$ cat src/rtl/tbase_sel_pkg.sv
package tbase_sel_pkg;

    typedef enum logic [2:0] {
        SRC_GATED_DIV8 = 3'b000,
        SRC_PIN_RISE   = 3'b001,
        SRC_PIN_FALL   = 3'b010,
        SRC_PIN_BOTH   = 3'b011,
        SRC_FREE_DIV8  = 3'b100,
        SRC_RSV_A      = 3'b101,
        SRC_RSV_B      = 3'b110,
        SRC_HALT       = 3'b111
    } src_code_e;

    localparam src_code_e SRC_RESET = SRC_PIN_RISE;

    typedef struct packed {
        logic rise;
        logic fall;
    } pin_evt_t;

    // Timebase advance request for the non-angle interpretation of a code.
    function automatic logic pick_advance(src_code_e c, logic div_en,
                                          logic lvl, pin_evt_t e);
        logic r;
        case (c)
            SRC_GATED_DIV8: r = div_en & lvl;
            SRC_PIN_RISE:   r = e.rise;
            SRC_PIN_FALL:   r = e.fall;
            SRC_PIN_BOTH:   r = e.rise | e.fall;
            SRC_FREE_DIV8:  r = div_en;
            default:        r = 1'b0;
        endcase
        return r;
    endfunction

    // Tooth event for the angle-mode interpretation of a code.
    function automatic logic pick_tooth(src_code_e c, pin_evt_t e);
        logic r;
        case (c)
            SRC_PIN_RISE: r = e.rise;
            SRC_PIN_FALL: r = e.fall;
            SRC_PIN_BOTH: r = e.rise | e.fall;
            default:      r = 1'b0;
        endcase
        return r;
    endfunction

endpackage

$ cat src/rtl/tbase_div_en.sv
module tbase_div_en #(
    parameter int unsigned CW = 3
) (
    input  logic clk,
    input  logic rst,
    output logic div_en
);
    logic [CW-1:0] cnt_q;

    always_ff @(posedge clk) begin
        if (rst) cnt_q <= '0;
        else     cnt_q <= cnt_q + 1'b1;
    end

    // Terminal count: the counter wraps to zero on the next edge.
    assign div_en = &cnt_q;
endmodule

$ cat src/rtl/tbase_edge_det.sv
module tbase_edge_det
    import tbase_sel_pkg::*;
(
    input  logic     clk,
    input  logic     rst,
    input  logic     lvl,
    output pin_evt_t evt
);
    logic prev_q;
    logic vld_q;

    always_ff @(posedge clk) begin
        if (rst) begin
            prev_q <= 1'b0;
            vld_q  <= 1'b0;
        end else begin
            prev_q <= lvl;
            vld_q  <= 1'b1;
        end
    end

    // No edge is reported until a first sample exists after reset.
    always_comb begin
        evt.rise = vld_q & lvl & ~prev_q;
        evt.fall = vld_q & ~lvl & prev_q;
    end
endmodule

$ cat src/rtl/tbase_prescaler.sv
module tbase_prescaler #(
    parameter int unsigned W = 8
) (
    input  logic         clk,
    input  logic         rst,
    input  logic         inc,
    input  logic [W-1:0] div_val,
    output logic         carry
);
    logic [W-1:0] cnt_q;
    logic [W-1:0] lim;

    always_comb begin
        if (div_val <= W'(1)) lim = '0;
        else                  lim = div_val - W'(1);
    end

    always_ff @(posedge clk) begin
        if (rst) begin
            cnt_q <= '0;
            carry <= 1'b0;
        end else begin
            carry <= 1'b0;
            if (inc) begin
                if (cnt_q >= lim) begin
                    cnt_q <= '0;
                    carry <= 1'b1;
                end else begin
                    cnt_q <= cnt_q + 1'b1;
                end
            end
        end
    end
endmodule

$ cat src/rtl/tbase_src_sel.sv
module tbase_src_sel
    import tbase_sel_pkg::*;
#(
    parameter int unsigned PS_W  = 8,
    parameter int unsigned DIV_W = 3
) (
    input  logic            clk,
    input  logic            rst,
    input  logic            ext_lvl,
    input  logic [2:0]      src_code,
    input  logic            angle_en,
    input  logic [PS_W-1:0] div_val,
    output logic            pre_tick,
    output logic            cnt_tick,
    output logic            tooth_tick
);
    src_code_e code_q;
    logic      angle_q;
    logic      div_en;
    pin_evt_t  evt;
    logic      adv_req;
    logic      tooth_req;
    logic      pre_q;
    logic      tooth_q;

    always_ff @(posedge clk) begin
        if (rst) begin
            code_q  <= SRC_RESET;
            angle_q <= 1'b0;
        end else begin
            code_q  <= src_code_e'(src_code);
            angle_q <= angle_en;
        end
    end

    tbase_div_en #(.CW(DIV_W)) u_div (
        .clk    (clk),
        .rst    (rst),
        .div_en (div_en)
    );

    tbase_edge_det u_edge (
        .clk (clk),
        .rst (rst),
        .lvl (ext_lvl),
        .evt (evt)
    );

    always_comb begin
        adv_req   = ~angle_q & pick_advance(code_q, div_en, ext_lvl, evt);
        tooth_req = angle_q & pick_tooth(code_q, evt);
    end

    always_ff @(posedge clk) begin
        if (rst) begin
            pre_q   <= 1'b0;
            tooth_q <= 1'b0;
        end else begin
            pre_q   <= adv_req;
            tooth_q <= tooth_req;
        end
    end

    tbase_prescaler #(.W(PS_W)) u_ps (
        .clk     (clk),
        .rst     (rst),
        .inc     (pre_q),
        .div_val (div_val),
        .carry   (cnt_tick)
    );

    assign pre_tick   = pre_q;
    assign tooth_tick = tooth_q;
endmodule

$ cat config.mk
export PLATFORM = sky130hd
export DESIGN_NAME = tbase_src_sel
export DESIGN_NICKNAME = d
export VERILOG_FILES = /design/src/rtl/tbase_sel_pkg.sv /design/src/rtl/tbase_div_en.sv /design/src/rtl/tbase_edge_det.sv /design/src/rtl/tbase_prescaler.sv /design/src/rtl/tbase_src_sel.sv
export SDC_FILE = /design/constraint.sdc
export NUM_CORES = 1
export LEC_CHECK = 0
export ABC_AREA = 1
export BUFFER_PORTS_ARGS = -buffer_cell sky130_fd_sc_hd__clkbuf_2
export CAP_MARGIN = 20
export CELL_PAD_IN_SITES_DETAIL_PLACEMENT = 1
export CELL_PAD_IN_SITES_GLOBAL_PLACEMENT = 1
export CORE_AREA = 2 2 56 58
export DETAILED_ROUTE_END_ITERATION = 8
export DIE_AREA = 0 0 58 60
export PLACE_DENSITY = 0.8
export SLEW_MARGIN = 20
export SYNTH_ARGS = -nofsm -noshare
export SYNTH_HDL_FRONTEND = slang
export SYNTH_HIERARCHICAL = 1
export SYNTH_SLANG_ARGS = --single-unit
$ cat constraint.sdc
create_clock -name clk -period 3.1 [get_ports clk]
set_clock_uncertainty 0.1 [all_clocks]
set_input_delay 0.31 -clock clk [delete_from_list [all_inputs] [get_ports clk]]
set_output_delay 0.31 -clock clk [all_outputs]
set_load 0.1 [all_outputs]
==> flow_metrics.env <==
export IMPL_crit_reg2reg_launch="u_ps/cnt_q[0]"
export IMPL_multi_input_comb_area_um2=678
export IMPL_fmax_mhz=462
export IMPL_endpoint="u_ps/cnt_q[0]"
export IMPL_grt_pass1_wl_um=4300
export IMPL_hold_viol_final=0
export IMPL_nets=208
export IMPL_insertion_delay_ns=0.30
export IMPL_hold_path_class="in -> reg"
export IMPL_p_leak_nw=0.699
export IMPL_cts_sinks=20
export IMPL_fillers=390
export IMPL_synth_top_area_frac=0.338
export IMPL_seq_area_frac_synth=0.338
export IMPL_drv_cap=0
export IMPL_crit_start="div_val[0]"
export IMPL_gp_congestion=0.748
export IMPL_cts_buffers=3
export IMPL_num_rows=20
export IMPL_grt_max_degree=14
export IMPL_syn_nets=187
export IMPL_synth_async_sr_flop_share=0
export IMPL_routedWlPerCell_um=11.3
export IMPL_worstReg2RegEnd="u_ps/cnt_q[0]"
export IMPL_netlist_area_um2=1190
export IMPL_ant_nets=0
export IMPL_grt_pass1_vias=1051
export IMPL_end_kind="flip-flop"
export IMPL_ctsRootBufferMaster="clkbuf_4"
export IMPL_ys_ff_latch=20
export IMPL_synthTopCellsByCount="nand2_1, nor2_1, inv_1, dfxtp_1, ha_1"
export IMPL_viasPerCell=4.72
export IMPL_finalSetupViolCount=0
export IMPL_rsz0062_at_grt="false"
export IMPL_status="finished, final reports clean"
export IMPL_start_util=0.409
export IMPL_holdBufCountCts=0
export IMPL_clockBufferDepth=2
export IMPL_hold_slack_ns=0.0853
export IMPL_peakVddDrop_uv=430
export IMPL_final_core_util=0.466
export IMPL_startpoint_type="primary input"
export IMPL_postSynthAreaPerCell_um2=7.46
export IMPL_synthCells=159
export IMPL_synth_top_area_cell="dfxtp_1"
export IMPL_drt_initial_drc_count=17
export IMPL_io_buffers=17
export IMPL_core_area_um2=2900
export IMPL_drt_total_wl_um=2390
export IMPL_die_y_um=60
export IMPL_crit_fanout=8
export IMPL_slew_viol_final=0
export IMPL_num_vias=1000
export IMPL_reg2reg_depth=11
export IMPL_tns_ns=0
export IMPL_cts_resized=0
export IMPL_final_layout_size_suffix_gt1_frac=0.184
export IMPL_layout_min_cycle_time_ns=2.17
export IMPL_required_ns=3.19
export IMPL_powerDensity_nw_per_um2=405
export IMPL_regArea_um2=400
export IMPL_arrival_ns=2.26
export IMPL_yosys_top_cells_area="dfxtp_1, ha_1, nand2_1, nor2_1, inv_1"
export IMPL_antenna_found_initial=0
export IMPL_dr_pass1_iters=4
export IMPL_area_growth_pct=14.1
export IMPL_synthFlopType="dfxtp_1"
export IMPL_period_share=0.698
export IMPL_h_tree_depth=1
export IMPL_diodes=0
export IMPL_die_w_um=58
export IMPL_drc=0
export IMPL_ios=18
export IMPL_critPathKind="in -> reg"
export IMPL_cts_tree="yes"
export IMPL_r2r_slack_ns=1.55
export IMPL_grt_overflow=0
export IMPL_synth_edf_count=0
export IMPL_dp_hpwl_um=2050
export IMPL_yosys_warnings=6
export IMPL_yosysMostFrequentCell="nand2_1"
export IMPL_tightestPinTransition_ns=0.538
export IMPL_synthDistinctLibCells=25
export IMPL_relSlewSlack=0.643
export IMPL_grt_use_total=0.160
export IMPL_cts_clk_slew_worst_paths_ns=0.11
export IMPL_post_cts_buffers=0
export IMPL_dieArea_um2=3480
cell usage in the layout, fill, tap and decap left out, types with 3 or more instances in the layout:
| master | netlist | routed |
|---|---|---|
| a21oi_1 | 3 | 3 |
| clkbuf_2 | 0 | 17 |
| clkbuf_4 | 0 | 3 |
| dfxtp_1 | 20 | 20 |
| ha_1 | 13 | 13 |
| inv_1 | 21 | 21 |
| inv_2 | 3 | 3 |
| nand2_1 | 32 | 32 |
| nand3_1 | 9 | 9 |
| nand4_1 | 4 | 4 |
| nor2_1 | 30 | 30 |
| xnor2_1 | 3 | 3 |
| xor2_1 | 5 | 5 |
per-layer routing:
layer / GRT usage / share of wire / vias up
met2: 0.279 / 0.49 / 6
met1: 0.199 / 0.48 / 450
met4: 0.0299 / 0.0059 / 0
met3: 0.0455 / 0.024 / 2
met5: 0 / 0 / -
li1: - / - / 542
registers in the layout, summed over array words and instances, names as in the netlist:
signal	flops
u_edge/prev_q	1
angle_q	1
u_ps/cnt_q	8
u_div/cnt_q	3
u_edge/vld_q	1
pre_tick	1
tooth_tick	1
code_q	3
u_ps/carry	1
worst min path at each step:
stage | endpoint | slack, ns | cells after the start | startpoint
2_1_floorplan | u_edge/vld_q | 0.27 | 1 | rst
3_3_place_gp | u_div/cnt_q[0] | 0.31 | 1 | u_div/cnt_q[0]
3_5_place_dp | u_div/cnt_q[0] | 0.32 | 1 | u_div/cnt_q[0]
4_1_cts | code_q[0] | 0.07 | 2 | src_code[0]
5_1_grt | code_q[0] | 0.06 | 2 | src_code[0]
6_report | code_q[0] | 0.09 | 2 | src_code[0]
through the flow:
stage          setup slack [ns]  total power, W  std cells  instance area [um^2]
5_1_grt                   0.698        0.000582        212                  1350
6_report                  0.935        0.000548        212                  1350
4_1_cts                   0.913        0.000558        212                  1350
3_5_place_dp              0.590        0.000347        208                  1300
2_1_floorplan             0.952        0.000321        159                  1190
3_3_place_gp              0.684        0.000341        208                  1300
cell families after synthesis:
logic type,Yosys count,share of synthesized area
compound gates,8,0.0601
buf+inv,26,0.0907
simple gates,83,0.307
fa+ha+maj,13,0.137
flops,20,0.338
xor+xnor,8,0.0591
mux,1,0.00844
area by class of cell:
class / count / share of cell area
inverter: 25 / 0.0712
clock buffer: 3 / 0.0166
tap: 33 / 0.0305
multi-input combinational: 113 / 0.501
timing repair buffer: 17 / 0.0628
sequential: 20 / 0.296
clock inverter: 1 / 0.0222
power by group:
part            total, W  internal [W]  switching [W]
Sequential      0.000270      0.000265     0.00000486
Combinational  0.0000701     0.0000274      0.0000426
Clock           0.000208      0.000131      0.0000774
Total           0.000548      0.000423       0.000125
worst max-delay path: stages:
cell and delay (ns):
clkbuf_2 0.10, inv_1 0.08, ha_1 0.30, o2111ai_4 0.31, inv_2 0.06, or2_1 0.21, ha_1 0.29, nand2_1 0.05
nor2_1 0.08, nor2_1 0.04, nand2_1 0.05, nand2_1 0.04, nand2_1 0.05, nand2_1 0.07, nand2_2 0.16, nor2_1 0.06
Power figures use the tool's default switching activity.
